## src/rtl/wr_mon_pkg.sv

```systemverilog
package wr_mon_pkg;
  localparam int unsigned AXI_LEN_W = 8;

  typedef struct packed {
    logic limit;
    logic b_unexp;
    logic b_early;
    logic last;
    logic order;
  } wr_err_t;
endpackage

```

## src/rtl/wr_age_matrix.sv

```systemverilog
// older_o[j*N+i] set: slot j was allocated before slot i
module wr_age_matrix #(
  parameter int unsigned N = 4
) (
  input  logic           clk_i,
  input  logic           rst_ni,
  input  logic [N-1:0]   alloc_i,
  output logic [N*N-1:0] older_o
);
  always_ff @(posedge clk_i or negedge rst_ni) begin
    if (!rst_ni) begin
      older_o <= '0;
    end else begin
      for (int k = 0; k < N; k++) begin
        if (alloc_i[k]) begin
          for (int j = 0; j < N; j++) begin
            older_o[j*N+k] <= (j != k);
            older_o[k*N+j] <= 1'b0;
          end
        end
      end
    end
  end
endmodule

```

## src/rtl/wr_oldest_pick.sv

```systemverilog
module wr_oldest_pick #(
  parameter int unsigned N = 4
) (
  input  logic [N-1:0]   req_i,
  input  logic [N*N-1:0] older_i,
  output logic [N-1:0]   gnt_o
);
  always_comb begin
    for (int i = 0; i < N; i++) begin
      logic beaten;
      beaten = 1'b0;
      for (int j = 0; j < N; j++)
        if (j != i && req_i[j] && older_i[j*N+i]) beaten = 1'b1;
      gnt_o[i] = req_i[i] && !beaten;
    end
  end
endmodule

```

## src/rtl/wr_free_pick.sv

```systemverilog
module wr_free_pick #(
  parameter int unsigned N = 4
) (
  input  logic [N-1:0] used_i,
  output logic [N-1:0] gnt_o,
  output logic         any_o
);
  always_comb begin
    gnt_o = '0;
    for (int i = N - 1; i >= 0; i--)
      if (!used_i[i]) begin
        gnt_o    = '0;
        gnt_o[i] = 1'b1;
      end
    any_o = |gnt_o;
  end
endmodule

```

## src/rtl/wr_order_monitor.sv

```systemverilog
module wr_order_monitor
  import wr_mon_pkg::*;
#(
  parameter int unsigned ID_W    = 4,
  parameter int unsigned MAX_OUT = 4
) (
  input  logic                 clk_i,
  input  logic                 rst_ni,
  input  logic                 aw_valid_i,
  input  logic                 aw_ready_i,
  input  logic [ID_W-1:0]      aw_id_i,
  input  logic [AXI_LEN_W-1:0] aw_len_i,
  input  logic                 w_valid_i,
  input  logic                 w_ready_i,
  input  logic [ID_W-1:0]      w_id_i,
  input  logic                 w_last_i,
  input  logic                 b_valid_i,
  input  logic                 b_ready_i,
  input  logic [ID_W-1:0]      b_id_i,
  output logic                 err_w_order_o,
  output logic                 err_last_o,
  output logic                 err_b_early_o,
  output logic                 err_b_unexp_o,
  output logic                 err_limit_o
);
  localparam int unsigned N = MAX_OUT;

  logic [N-1:0]           slot_vld, slot_done;
  logic [ID_W-1:0]        slot_id  [N];
  logic [AXI_LEN_W-1:0]   slot_len [N];
  logic [AXI_LEN_W-1:0]   beat_cnt;
  logic [N*N-1:0]         older;
  wr_err_t                err_q, err_d;

  logic aw_fire, w_fire, b_fire;
  assign aw_fire = aw_valid_i && aw_ready_i;
  assign w_fire  = w_valid_i && w_ready_i;
  assign b_fire  = b_valid_i && b_ready_i;

  // slot allocation
  logic [N-1:0] free_gnt, alloc_vec;
  logic         free_any, aw_take;

  wr_free_pick #(.N(N)) u_free (
    .used_i (slot_vld),
    .gnt_o  (free_gnt),
    .any_o  (free_any)
  );

  assign aw_take   = aw_fire && free_any;
  assign alloc_vec = aw_take ? free_gnt : '0;

  wr_age_matrix #(.N(N)) u_age (
    .clk_i   (clk_i),
    .rst_ni  (rst_ni),
    .alloc_i (alloc_vec),
    .older_o (older)
  );

  // data head: oldest slot with data still open
  logic [N-1:0] w_req, w_gnt;
  logic         w_have;
  assign w_req = slot_vld & ~slot_done;

  wr_oldest_pick #(.N(N)) u_w_pick (
    .req_i   (w_req),
    .older_i (older),
    .gnt_o   (w_gnt)
  );
  assign w_have = |w_gnt;

  logic [ID_W-1:0]      head_id;
  logic [AXI_LEN_W-1:0] head_len;
  logic                 head_new, w_ok, last_exp, w_close;

  always_comb begin
    head_id  = '0;
    head_len = '0;
    for (int i = 0; i < N; i++)
      if (w_gnt[i]) begin
        head_id  = slot_id[i];
        head_len = slot_len[i];
      end
    if (!w_have) begin
      head_id  = aw_id_i;
      head_len = aw_len_i;
    end
  end

  assign head_new = !w_have && aw_take;
  assign w_ok     = w_have || aw_take;
  assign last_exp = (beat_cnt == head_len);
  assign w_close  = w_fire && w_ok && (w_last_i || last_exp);

  // response match: oldest outstanding slot with the same ID
  logic [N-1:0] b_req, b_gnt, w_close_vec, free_vec;
  logic         b_hit;

  always_comb
    for (int i = 0; i < N; i++)
      b_req[i] = slot_vld[i] && (slot_id[i] == b_id_i);

  wr_oldest_pick #(.N(N)) u_b_pick (
    .req_i   (b_req),
    .older_i (older),
    .gnt_o   (b_gnt)
  );

  assign b_hit       = |b_gnt;
  assign w_close_vec = (w_close && w_have) ? w_gnt : '0;
  assign free_vec    = (b_fire && b_hit) ? b_gnt : '0;

  always_comb begin
    err_d.order   = w_fire && (!w_ok || (w_id_i != head_id));
    err_d.last    = w_fire && w_ok && (w_last_i != last_exp);
    err_d.b_unexp = b_fire && !b_hit;
    err_d.b_early = b_fire && b_hit && !(|(b_gnt & (slot_done | w_close_vec)));
    err_d.limit   = aw_fire && !free_any;
  end

  always_ff @(posedge clk_i or negedge rst_ni) begin
    if (!rst_ni) begin
      slot_vld  <= '0;
      slot_done <= '0;
      beat_cnt  <= '0;
      err_q     <= '0;
      for (int i = 0; i < N; i++) begin
        slot_id[i]  <= '0;
        slot_len[i] <= '0;
      end
    end else begin
      err_q <= err_d;
      if (w_fire && w_ok) beat_cnt <= w_close ? '0 : beat_cnt + 1'b1;
      for (int i = 0; i < N; i++) begin
        if (free_vec[i]) slot_vld[i] <= 1'b0;
        if (w_close_vec[i]) slot_done[i] <= 1'b1;
        if (alloc_vec[i]) begin
          slot_vld[i]  <= 1'b1;
          slot_id[i]   <= aw_id_i;
          slot_len[i]  <= aw_len_i;
          slot_done[i] <= head_new && w_close;
        end
      end
    end
  end

  assign err_w_order_o = err_q.order;
  assign err_last_o    = err_q.last;
  assign err_b_early_o = err_q.b_early;
  assign err_b_unexp_o = err_q.b_unexp;
  assign err_limit_o   = err_q.limit;


  w_head_onehot_chk: assert property (@(posedge clk_i) disable iff (!rst_ni)
    $onehot0(w_gnt));

  w_order_src_chk: assert property (@(posedge clk_i) disable iff (!rst_ni)
    err_w_order_o |-> $past(w_valid_i && w_ready_i));

  last_src_chk: assert property (@(posedge clk_i) disable iff (!rst_ni)
    err_last_o |-> $past(w_valid_i && w_ready_i));

  b_unexp_src_chk: assert property (@(posedge clk_i) disable iff (!rst_ni)
    err_b_unexp_o |-> $past(b_valid_i && b_ready_i));

  limit_src_chk: assert property (@(posedge clk_i) disable iff (!rst_ni)
    err_limit_o |-> $past(aw_valid_i && aw_ready_i));

  retire_drop_chk: assert property (@(posedge clk_i) disable iff (!rst_ni)
    (b_fire && b_hit && !aw_take) |=> ($countones(slot_vld) + 1 == $past($countones(slot_vld))));
endmodule

```

## config.mk

```make
export PLATFORM = sky130hd
export DESIGN_NAME = wr_order_monitor
export DESIGN_NICKNAME = d
export VERILOG_FILES = /design/src/rtl/wr_mon_pkg.sv /design/src/rtl/wr_age_matrix.sv /design/src/rtl/wr_oldest_pick.sv /design/src/rtl/wr_free_pick.sv /design/src/rtl/wr_order_monitor.sv
export SDC_FILE = /design/constraint.sdc
export NUM_CORES = 1
export LEC_CHECK = 0
export ABC_AREA = 1
export BUFFER_PORTS_ARGS = -buffer_cell sky130_fd_sc_hd__buf_2
export CELL_PAD_IN_SITES_DETAIL_PLACEMENT = 1
export CELL_PAD_IN_SITES_GLOBAL_PLACEMENT = 2
export CORE_UTILIZATION = 37
export DETAILED_ROUTE_END_ITERATION = 12
export PLACE_DENSITY_LB_ADDON = 0.1
export SYNTH_ARGS = -nofsm -noshare
export SYNTH_HDL_FRONTEND = slang
export SYNTH_SLANG_ARGS = --single-unit
export TNS_END_PERCENT = 5
```

## constraint.sdc

```tcl
create_clock -name clk_i -period 6.4 [get_ports clk_i]
set_clock_uncertainty 0.05 [all_clocks]
set_input_delay 0.64 -clock clk_i [delete_from_list [all_inputs] [get_ports clk_i]]
set_output_delay 0.64 -clock clk_i [all_outputs]
set_load 0.02 [all_outputs]
```

=== Word-level counts from Yosys, hierarchy flattened ===
Cells that the tools add are included.

* Input bits: 29
* Bits in latches: 0
* Word-level logic and storage cells: 195
* Bits in writable memories: 0
* Memories kept: 0
* ROM bits: 0
* Register bits: 81

* Magnitude comparators: 0
* Divide/modulo/power cells: 0
* Bitwise gates (word level): 4
* Multipliers: 0
* Shift operators: 0
* Multiplexer cells: 70
* $add $sub $neg: 1
* Reduce and logical (&&, ||, !) cells: 85
* Eq/ne operators: 7

{| class="wikitable"
|+ Operators with widths
! kind !! number
|-
| 2-to-1 mux 4 bit || 15
|-
| logical AND 1 bit || 51
|-
| 2-to-1 mux 1 bit || 48
|-
| 2-to-1 mux 8 bit || 6
|-
| nonzero test 2 bit || 14
|-
| equality test 4 bit || 4
|-
| OR reduction 4 bit || 4
|-
| logical NOT 1 bit || 13
|-
| adder 8 x 1 -> 8 bit (second input constant) || 1
|-
| AND 4 bit || 2
|-
| equality test 8 bit || 1
|-
| 2-to-1 mux 5 bit || 1
|-
| inequality test 4 bit || 1
|-
| NOT 4 bit || 1
|-
| OR 4 bit || 1
|-
| logical OR 1 bit || 3
|-
| inequality test 1 bit || 1
|}

=== Longest topological paths before layout ===
* Depth in word-level cells: 23
* Gate-level depth with buffers: 24
* Mapped depth without buffers: 23

=== Modules after synthesis ===
Synthesis repeated with hierarchy kept, for this count alone.

* Cells, all modules: 616
* Area, all modules: 4399.2 sq um

{| class="wikitable"
|+ By module, submodules not included
! module !! area an instance (sq um) !! times used !! cells each
|-
| wr_order_monitor || 3738.6 || 1 || 512
|-
| wr_age_matrix || 439.2 || 1 || 45
|-
| wr_oldest_pick || 90.1 || 2 || 24
|-
| wr_free_pick || 41.3 || 1 || 11
|}

=== Least setup slack after synthesis ===
No wires, ideal clock.

* Path type: flip-flop to flip-flop
* From: register slot_vld[0]
* To: register err_q, in the netlist err_b_early_o
* Cell stages (with the launch flop): 21
* Data required time: 6.235 ns
* Clock period less this slack: 2.520 ns
* Path slack: 3.880 ns
* Arrival time: 2.354 ns
* Cells stage by stage: dfrtp_1 > inv_1 > nor2_2 > nand2_1 > nand2_1 > nor2_4 > buf_2 > a21oi_1 > nand2_1 > o21ai_0 > nand3_1 > nand4_1 > nor2_1 > nand2_1 > ha_1 > nor2_4 > nand2_1 > nand2_1 > nand2_1 > nand3_1 > nor2_1

{| class="wikitable"
|+ RTL lines
! element !! RTL line !! text
|-
| start: declaration || wr_order_monitor.sv:28 || <nowiki>logic [N-1:0] slot_vld, slot_done;</nowiki>
|-
| start signal: assignment || wr_order_monitor.sv:123 || <nowiki>slot_vld <= '0;</nowiki>
|-
| start signal: indexed assignment || wr_order_monitor.sv:135 || <nowiki>if (free_vec[i]) slot_vld[i] <= 1'b0;</nowiki>
|-
| start signal: indexed assignment || wr_order_monitor.sv:138 || <nowiki>slot_vld[i] <= 1'b1;</nowiki>
|-
| end signal: assignment || wr_order_monitor.sv:132 || <nowiki>err_q <= err_d;</nowiki>
|-
| end: declaration || wr_order_monitor.sv:33 || <nowiki>wr_err_t err_q, err_d;</nowiki>
|}

==> flow_summary.toml <==
[run_status]
status = "finished, final reports clean"

[global_route]
first_global_vias = 4359
grt_max_degree = 54
overflow = 0
grt_pass1_wl_mm = 22.6
antenna_found_initial = 0
grt_usage = 0.239

[place]
hpwl_mm = 9.90
dpl-instance-area_mm2 = 0.00468
gp_congestion = 0.857
post-place-ws_ns = 3.01
placedCellCount = 767
port_buffers = 33

[power]
power.switching_mw = 1.33
combPwrFrac = 0.484
power_mw = 2.87
p_clk_frac = 0.203
p_int_mw = 1.55
p_per_area_mw_per_mm2 = 573
p_sw_frac = 0.462
peakVddDrop_v = 0.000216
p_seq_frac = 0.313
p_leak_nw = 2.54

[cells_and_area]
final_cell_area_mm2 = 0.00501
postLayoutCoreUtil = 0.437
antenna_cells = 0
area_growth_pct = 14.4
drive_gt1_frac = 0.120
n_fill_cell = 1477
nets = 666
layout.cells.non_filler = 783

[worst_setup_path]
critPathMaxStageDelay_ns = 0.49
crit_top_cell = "nand2_1"
path_cells = "inv_2 > nor2_1 > nand2_1 > nor2_4 > inv_2 > nand2_1 > nand2_1 > nand2_1 > nand2_1 > o21ai_1 > nand2_1 > nand2_1 > nand4_1 > nor2_1 > nand2_1 > ha_1 > nor2_4 > nand2_1 > nand2_1 > nand2_1 > nand3_1 > nor2_1"
cp_top_family = "simple AND/OR/NAND/NOR gates"
worst-path-buf-inv = 2
crit_path_max_fanout = 15
cp.arrival_ns = 3.56
cp.required_ns = 6.59
end_kind = "register"
critical_path_class = "reg -> reg"
cp_slowest_cell = "dfrtp_1"
crit_path_start_kind = "register"

[clocking]
post_cts_resized = 0
postCtsHoldBufs = 0
cts_made_buffers = 9
cts_tree = "yes"
post-cts-setup-buffer-count = 0
clk_pin_slew_worst_paths_ns = 0.06
cts_root_buf = "clkbuf_16"
h-tree-depth = 3
numClockSinks = 81
clock_tree.buffer_depth = 2
clock_latency_ns = 0.35

[timing]
slew_viol_final = 0
fin_tns_setup_ns = 0
setup_viol = 0
tightestPinTransition_ns = 0.922
worst_hold_slack_ns = 0.169
worst_slack_ns = 3.04
period_share = 0.526
hold_viol_final = 0
fmax_mhz = 297
period_minus_slack_ns = 3.36
rsz0062_at_grt = "false"
relSlewSlack = 0.384

[logic_synthesis]
ys_async_sr_fraction = 1.00
synth_ff_type = "dfrtp_1"
syn_area_per_cell_um2 = 7.25
synth_cells = 604
synth_edf_count = 0
synth_area_mm2 = 0.00438
ys_seq_elements = 81
yosysSeqAreaShare = 0.463
synth_cell_types = 32
syn_nets = 635
yosys_warnings = 0

[floorplanning]
io_pins = 34
core_mm2 = 0.0115
dieArea_mm2 = 0.0123
num_rows = 39
dieHeight_um = 111
initial_utilization = 0.382
die_x_um = 111

[flow_run]
maxCapViolations = 0

[detailed_routing]
drt_first_pass_iters = 4
dr_total_vias = 4051
drt_iter0_drc = 132
drt-vias-per-instance = 5.17
remaining_drc_errors = 0
routed_wl_mm = 13.5
antenna_left = 0
wl_per_cell_um = 17.2

[hold_path]
hold_class = "in -> async"
==> layout make-up <==
| cell class | count | area, µm² | share of cell area |
|---|---|---|---|
| well taps | 143 | 179 | 0.0357 |
| repair buffers | 36 | 190 | 0.0380 |
| clock buffers | 12 | 256 | 0.0512 |
| multi-input cells | 439 | 2030 | 0.405 |
| inverters | 68 | 255 | 0.0509 |
| flip-flops and latches | 81 | 2030 | 0.404 |
| clock inverters | 4 | 75.1 | 0.0150 |
==> worst reg2reg max path, stage by stage, from the launching register on <==
cell and delay (ns):
dfrtp_1 0.49, inv_2 0.04, nor2_1 0.14, nand2_1 0.11, nor2_4 0.42, inv_2 0.25
nand2_1 0.11, nand2_1 0.05, nand2_1 0.07, nand2_1 0.06, o21ai_1 0.12, nand2_1 0.09
nand2_1 0.07, nand4_1 0.08, nor2_1 0.13, nand2_1 0.08, ha_1 0.25, nor2_4 0.28
nand2_1 0.10, nand2_1 0.10, nand2_1 0.06, nand3_1 0.08, nor2_1 0.05
==> registers in the layout, summed over array words and instances, names as in the netlist <==
register       cells
beat_cnt           8
err_b_early_o      1
err_b_unexp_o      1
err_last_o         1
err_limit_o        1
err_w_order_o      1
slot_done          4
slot_id           16
slot_len          32
slot_vld           4
u_age.older_o     12
==> path summary, 6_finish.rpt <==
path	startpoint	endpoint	slack (ns)	cells past startpoint
setup / recovery	slot_vld[1]$_DFFE_PN0P_	err_b_early_o$_DFF_PN0_	3.04	22
hold / removal	rst_ni	u_age.older_o[11]$_DFFE_PN0P_	0.17	1
setup reg to reg	slot_vld[1]$_DFFE_PN0P_	err_b_early_o$_DFF_PN0_	3.04	22
hold reg to reg	slot_len[28]$_DFFE_PN0P_	slot_len[28]$_DFFE_PN0P_	0.44	2
max in group asynchronous	rst_ni	err_last_o$_DFF_PN0_	5.09	2
min in group clk_i	slot_len[28]$_DFFE_PN0P_	slot_len[28]$_DFFE_PN0P_	0.44	2
==> layout by cell type (no fill, tap or decap), types with 2 or more instances in the layout <==
cell type     n
a21oi_1      16
buf_2        32
buf_4         4
bufinv_16     2
clkbuf_16     9
clkbuf_8      2
clkinvlp_4    2
dfrtp_1      81
ha_1          2
inv_1        58
inv_2         9
nand2_1     215
nand2_2       2
nand2_4       2
nand3_1      30
nand3b_1      3
nor2_1       42
nor2_2        2
nor2_4        6
nor3_1        8
nor3_2        2
nor4_1        2
o21a_1        2
o21ai_0      75
o21ai_1      12
o22ai_1       6
xor2_1        6
==> cells in the mapped netlist (8+ instances only) <==
library cell  instances  area share
clkbuf_1             10      0.0086
nor3_1                8      0.0091
a21oi_1              16       0.018
dfrtp_1              81        0.46
o21ai_1              12       0.014
inv_1                58       0.050
inv_2                 9      0.0077
nor2_1               42       0.036
nand3_1              30       0.034
nand2_1             215        0.18
o21ai_0              75       0.086
==> power by group through the flow <==
stage	clock (mW)	sequential [mW]	combinational [mW]
2_1_floorplan	0	0.860	1.05
3_3_place_gp	0	0.900	1.36
3_5_place_dp	0	0.905	1.40
4_1_cts	0.596	0.898	1.41
5_1_grt	0.609	0.930	1.60
6_report	0.582	0.900	1.39
==> routing by layer <==
metal | wire [µm] | share of wire | up-vias | track usage
li1 | - | - | 1979 | -
met1 | 6210 | 0.46 | 1993 | 0.305
met2 | 6550 | 0.48 | 54 | 0.399
met3 | 348 | 0.026 | 25 | 0.0317
met4 | 395 | 0.029 | 0 | 0.115
met5 | 0 | 0 | - | 0
==> logic make-up after synthesis <==
group | share of synthesized area
simple gates | 0.314
buf+inv | 0.0740
xor+xnor | 0.0120
fa+ha+maj | 0.00571
flops | 0.463
compound gates | 0.131
No activity file was read; power rests on OpenSTA's default activity.
